<file path="src/rtl/tmr_wave_pkg.sv">
package tmr_wave_pkg;

  typedef enum logic {
    MODE_PULSE = 1'b0,
    MODE_CLOCK = 1'b1
  } wave_mode_e;

  // Number of timer ticks a pulse lasts for a given width code.
  function automatic int unsigned ticks_for_code(input int unsigned code);
    return code + 1;
  endfunction

endpackage

</file>
<file path="src/rtl/tmr_wave_len.sv">
module tmr_wave_len #(
  parameter int WB = 2
) (
  input  logic          clk_i,
  input  logic          rst_ni,
  input  logic          load_i,
  input  logic [WB-1:0] load_val_i,
  input  logic          step_i,
  output logic          last_o
);

  logic [WB-1:0] remain_q;

  always_ff @(posedge clk_i or negedge rst_ni) begin
    if (!rst_ni) begin
      remain_q <= '0;
    end else if (load_i) begin
      remain_q <= load_val_i;
    end else if (step_i && remain_q != '0) begin
      remain_q <= remain_q - 1'b1;
    end
  end

  assign last_o = (remain_q == '0);

endmodule

</file>
<file path="src/rtl/tmr_wave_chan.sv">
module tmr_wave_chan
  import tmr_wave_pkg::*;
#(
  parameter int WB = 2
) (
  input  logic          clk_i,
  input  logic          rst_ni,
  input  logic          tick_i,
  input  logic          match_i,
  input  wave_mode_e    mode_i,
  input  logic [WB-1:0] width_i,
  output logic          level_o
);

  logic level_q;
  logic level_d;
  logic hit;
  logic len_load;
  logic len_step;
  logic len_last;

  assign hit      = tick_i && match_i;
  assign len_load = hit && (mode_i == MODE_PULSE);
  assign len_step = tick_i && !match_i && (mode_i == MODE_PULSE) && level_q;

  tmr_wave_len #(.WB(WB)) u_len (
    .clk_i      (clk_i),
    .rst_ni     (rst_ni),
    .load_i     (len_load),
    .load_val_i (width_i),
    .step_i     (len_step),
    .last_o     (len_last)
  );

  always_comb begin
    level_d = level_q;
    if (tick_i) begin
      if (mode_i == MODE_CLOCK) begin
        if (match_i) level_d = !level_q;
      end else begin
        if (match_i)                  level_d = 1'b1;
        else if (level_q && len_last) level_d = 1'b0;
      end
    end
  end

  always_ff @(posedge clk_i or negedge rst_ni) begin
    if (!rst_ni) level_q <= 1'b0;
    else         level_q <= level_d;
  end

  assign level_o = level_q;

endmodule

</file>
<file path="src/rtl/tmr_wave_gen.sv">
module tmr_wave_gen
  import tmr_wave_pkg::*;
#(
  parameter int NCH    = 2,
  parameter int WB     = 2,
  parameter int PIN_CH = 0
) (
  input  logic              clk_i,
  input  logic              rst_ni,
  input  logic [NCH-1:0]    tick_i,
  input  logic [NCH-1:0]    match_i,
  input  logic [NCH-1:0]    clk_mode_i,
  input  logic [NCH*WB-1:0] pulse_width_i,
  input  logic              out_invert_i,
  output logic              out_pin_o,
  output logic [NCH-1:0]    status_o
);

  for (genvar c = 0; c < NCH; c++) begin : g_ch
    wave_mode_e mode;
    assign mode = clk_mode_i[c] ? MODE_CLOCK : MODE_PULSE;
    tmr_wave_chan #(.WB(WB)) u_chan (
      .clk_i   (clk_i),
      .rst_ni  (rst_ni),
      .tick_i  (tick_i[c]),
      .match_i (match_i[c]),
      .mode_i  (mode),
      .width_i (pulse_width_i[WB*c +: WB]),
      .level_o (status_o[c])
    );
  end

  assign out_pin_o = status_o[PIN_CH] ^ out_invert_i;

endmodule

</file>
<file path="config.mk">
export PLATFORM = sky130hd
export DESIGN_NAME = tmr_wave_gen
export DESIGN_NICKNAME = d
export VERILOG_FILES = /design/src/rtl/tmr_wave_pkg.sv /design/src/rtl/tmr_wave_len.sv /design/src/rtl/tmr_wave_chan.sv /design/src/rtl/tmr_wave_gen.sv
export SDC_FILE = /design/constraint.sdc
export NUM_CORES = 1
export LEC_CHECK = 0
export ABC_AREA = 1
export BUFFER_PORTS_ARGS = -buffer_cell sky130_fd_sc_hd__buf_2
export CORE_AREA = 2 2 39 41
export CTS_CLUSTER_DIAMETER = 100
export CTS_CLUSTER_SIZE = 28
export DETAILED_ROUTE_END_ITERATION = 10
export DIE_AREA = 0 0 41 43
export GPL_TIMING_DRIVEN = 1
export PLACE_DENSITY = 0.57
export SLEW_MARGIN = 10
export SYNTH_ARGS = -nofsm -noshare
export SYNTH_HDL_FRONTEND = slang
export SYNTH_SLANG_ARGS = --single-unit
export TNS_END_PERCENT = 50
</file>
<file path="constraint.sdc">
create_clock -name clk_i -period 2.9 [get_ports clk_i]
set_input_delay 0.145 -clock clk_i [delete_from_list [all_inputs] [get_ports clk_i]]
set_output_delay 0.145 -clock clk_i [all_outputs]
set_load 0.05 [all_outputs]
</file>
; ---- Word-level counts from Yosys, hierarchy flattened
; Index checks and enable logic that the tools add are counted.
[totals]
reg_bits = 6
in_bits = 13
output_inout_bits = 3
word_cells = 53
[op_classes]
n_addsub = 2
eq_ne = 2
n_mux = 14
n_bitwise = 3
reduce_logical = 28
[op_table]
columns = op, count
row1 = $logic_and 1x1->1, 14
row2 = $reduce_bool 2->1, 6
row3 = $mux 1, 10
row4 = $mux 2, 4
row5 = $reduce_and 3->1, 2
row6 = $logic_not 1->1, 4
row7 = $logic_not 2->1, 2
row8 = $ne 2x2->1 const B, 2
row9 = $sub 2x1->2 const B, 2
row10 = $not 1->1, 2
row11 = $xor 1x1->1, 1

; ---- Logic depth before layout (Yosys ltp)
[logic_depth]
depth_word = 7
mapped_depth = 8
mapped_depth_nobuf = 8

; ---- Modules after synthesis
; From an unflattened synthesis, not the netlist that was laid out.
[unflattened]
hier_cells = 77
area_unflattened_um2 = 459.2
[modules_own_cells]
columns = mod, n_inst, cells_each, area_each_um2
row1 = tmr_wave_len, 2, 19, 127.6
row2 = tmr_wave_chan, 2, 17, 92.6
row3 = tmr_wave_gen, 1, 5, 18.8

; ---- Worst setup path before layout
; OpenSTA, ideal clock, no wires.
[synth_path]
path_kind = register to output
startpoint = register g_ch[0].u_chan.level_q
endpoint = output out_pin_o
arrival_ps = 1182
required_ps = 2755
setup_slack_ps = 1573
stages_incl_launch_ff = 2
cell_sequence = dfrtp_1 -> xor2_1
[synth_via]
elab_chain_cells = 1
[synth_lines]
columns = item, line_no
row1 = "start, declared", tmr_wave_chan.sv:15  ; logic level_q;
row2 = "start signal, assigned", tmr_wave_chan.sv:49  ; else level_q <= level_d;
row3 = $xor 1x1->1, tmr_wave_gen.sv:33  ; assign out_pin_o = status_o[PIN_CH] ^ out_invert_i;
row4 = "end, declared", tmr_wave_gen.sv:15  ; output logic out_pin_o,
; No other way between the ends.

; ---- Final worst setup path
; Same ends and word-level chain as after synthesis.

==> results by group <==
Global route
  – Pin count of the biggest net entering global routing: 7
  – Vias in the first global route: 409
  – Initial antenna violation count: 0
  – Gr usage total: 0.127
  – First-pass GRT wire length: 1490 µm
  – Grt ovf: 0

Route
  – DRC Markers: 0
  – DR WL/cell: 7.93 µm
  – DR WL met2: 369 µm
  – Highest routed layer: met3
  – Detailed Routing Iterations Pass 1: 4
  – Met1 wire length: 395 µm
  – Post-route ant nets: 0
  – Via count: 449
  – Routed wl met3: 52 µm
  – Via density per instance: 4.36
  – Final WL: 817 µm
  – Initial DRC count: 8

Finish
  – Area Overhead vs Synth: 25.2%
  – Fillers: 147
  – Final Net Count: 104
  – Post-route cell area: 559 µm²
  – Multi-input logic area: 225 µm²
  – ANT cells: 0
  – FF/Latch Area: 150 µm²
  – Share of layout cells above drive strength 1: 0.218

Place
  – Placer Congestion: 0.705
  – Port Buf Inserts: 15
  – Hpwl dp: 725 µm
  – Dpl cell area: 527 µm²

Worst setup path
  – Worst Path Required: 2.76 ns
  – Crit Reg-Reg Endpoint: g_ch[1].u_chan.u_len.remain_q[0]$_DFFE_PN0P_
  – Crit start category: flop
  – RR Startpoint: g_ch[1].u_chan.u_len.remain_q[0]$_DFFE_PN0P_
  – Worst-path fanout max: 5
  – CP Class: flop to output port
  – Endpoint class of the critical path: output port
  – Reg2reg setup slack: 1.72 ns
  – Path depth of the worst reg2reg path: 8
  – Worst path arrival time: 1.08 ns

Clock network
  – CTS root buf: clkbuf_4
  – Clock slew at reported path FFs: 0.04 ns
  – Cts bufs inserted: 3
  – # clock sinks: 6
  – Clk_lat worst skew: 0.24 ns
  – Setup Buffers After CTS: 0
  – CTS tree: done
  – Max Root-Sink Buffers: 2
  – H-Tree Depth: 1

Outcome
  – Outcome: complete, no violations

Synthesis
  – Post-Synth Adder-Cell Area: 0.0560
  – Leading cell type by number of instances after synthesis: nand2_1
  – Simple-gate share of the synthesized area: 0.339
  – Main area contributors after synthesis: dfrtp_1, nand2_1, inv_1
  – Synth Area in Compound Gates: 0.0896
  – Avg Cell Area, Syn: 6.38 µm²
  – Syn_nets: 85
  – Mapped Cells: 70
  – Most frequent cells after synthesis: nand2_1, inv_1, dfrtp_1, nand3_1
  – Post-synth ARST share: 1.00
  – EDFF count, synth: 0
  – Yosys warnings: 0
  – Synthesized cell area: 447 µm²
  – Synthesized flop and latch total: 6
  – Sequential fraction of the synthesis area: 0.336
  – Main synth FF type: dfrtp_1
  – Xor/xnor cell area share of the yosys netlist: 0.0196
  – Synth unique cells: 14
  – Combinational family with the most area after synthesis: simple AND/OR/NAND/NOR gates
  – Area leader, netlist: dfrtp_1
  – Mux cell area share after synthesis: 0
  – Post-synth top area share: 0.336

Flow run
  – Max_cap viols: 0

Timing
  – Worst Tran Pin Value: 0.246 ns
  – Final setup violation count: 0
  – Relative max-transition margin: 0.837
  – RSZ-0062 raised after global routing: false
  – Slew Viols, Final: 0
  – Max Fclk: 814 MHz
  – Clock Skew: 0.000738 ns
  – Post-layout minimum cycle time: 1.23 ns
  – Final Hold Viols: 0
  – Period utilization: 0.423
  – Setup TNS: 0 ns

Power and ir drop
  – PD cells: 764 nW/µm²
  – Pleak: 0.343 nW
  – Worst IR Drop VDD: 0.353 mV

Die
  – Die area: 1760 µm²
  – Die Y: 43 µm
  – Initial Util: 0.323
  – Std cell rows: 14
  – Core area: 1380 µm²
  – IO Pins: 16
  – DIE WIDTH: 41 µm

Worst hold path
  – Hold Path Stages: 5
  – Hold EP: g_ch[1].u_chan.u_len.remain_q[1]$_DFFE_PN0P_
  – Hold Startpoint: pulse_width_i[3]
  – Worst Hold Class: input port to flop
==> registers in the layout, indices dropped and copies added, names as in the netlist <==
signal and cells:
g_ch.u_chan.level_o 2, g_ch.u_chan.u_len.remain_q 4
==> layout by cell type (no fill, tap or decap), drive strengths merged <==
cell         instances
nand2               26
buf                 15
inv                 15
nand3                6
dfrtp                6
a21oi                3
nor2                 3
clkbuf               3
o21ai                2
nand4                2
ha                   2
xor2                 1
a21boi               1
o211ai               1
dlygate4sd3          1
==> how the worst max path moves through the flow <==
stage                                                       from                                           end  slack [ns]  cells past startpoint
floorplan                     g_ch[0].u_chan.level_o$_DFFE_PN0P_                                     out_pin_o        1.57                      1
global placement    g_ch[1].u_chan.u_len.remain_q[0]$_DFFE_PN0P_  g_ch[1].u_chan.u_len.remain_q[0]$_DFFE_PN0P_        1.74                      8
detailed placement  g_ch[1].u_chan.u_len.remain_q[0]$_DFFE_PN0P_  g_ch[1].u_chan.u_len.remain_q[0]$_DFFE_PN0P_        1.72                      8
CTS                           g_ch[0].u_chan.level_o$_DFFE_PN0P_                                     out_pin_o        1.66                      2
global route                  g_ch[0].u_chan.level_o$_DFFE_PN0P_                                     out_pin_o        1.60                      2
finish                        g_ch[0].u_chan.level_o$_DFFE_PN0P_                                     out_pin_o        1.67                      2
==> timing repair <==
action / in CTS / in global routing
gates resized for setup: 0 / 0
endpoints found under the hold margin: 6 / 0
hold buffers: 1 / 0
==> critical path, stage by stage (launching register included) <==
cell and delay (ns):
dfrtp_1 0.41, xor2_1 0.15, buf_2 0.27
==> report_power, final <==
part           internal (W)  total (W)  switching (W)  leakage (nW)
logic             0.0000774   0.000209       0.000132         0.257
clock network     0.0000467  0.0000752      0.0000285        0.0138
registers          0.000119   0.000143      0.0000241        0.0722
==> area by class of cell <==
type | count | share of cell area
multi-input cells | 47 | 0.403
repair buffers | 16 | 0.152
inverters | 15 | 0.101
well taps | 16 | 0.0358
clock buffers | 3 | 0.0403
flip-flops and latches | 6 | 0.268
==> kinds of logic after synthesis <==
| kind of cell | count (synthesis) |
|---|---|
| xor gates and xnor gates | 1 |
| and+or+nand+nor | 37 |
| AOI/OAI and AO/OA | 7 |
| buffers and inverters | 17 |
| DFF | 6 |
| adders and majority gates | 2 |
==> metal layers <==
metal,up-vias,GRT usage
met5,-,0
met4,0,0.0600
met3,0,0.0628
met2,12,0.181
met1,189,0.153
li1,248,-
==> stage by stage <==
stage	hold WS (ns)	util	setup slack, ns	total power [W]	cells
finish	0.198	0.404	1.67	0.000427	103
global route	0.234	0.404	1.60	0.000481	103
CTS	0.200	0.404	1.66	0.000435	103
detailed placement	-0.0203	0.381	1.72	0.000357	99
global placement	-0.0213	0.381	1.74	0.000353	99
floorplan	-0.151	-	1.57	0.000319	70
No activity file was read; power rests on OpenSTA's default activity.
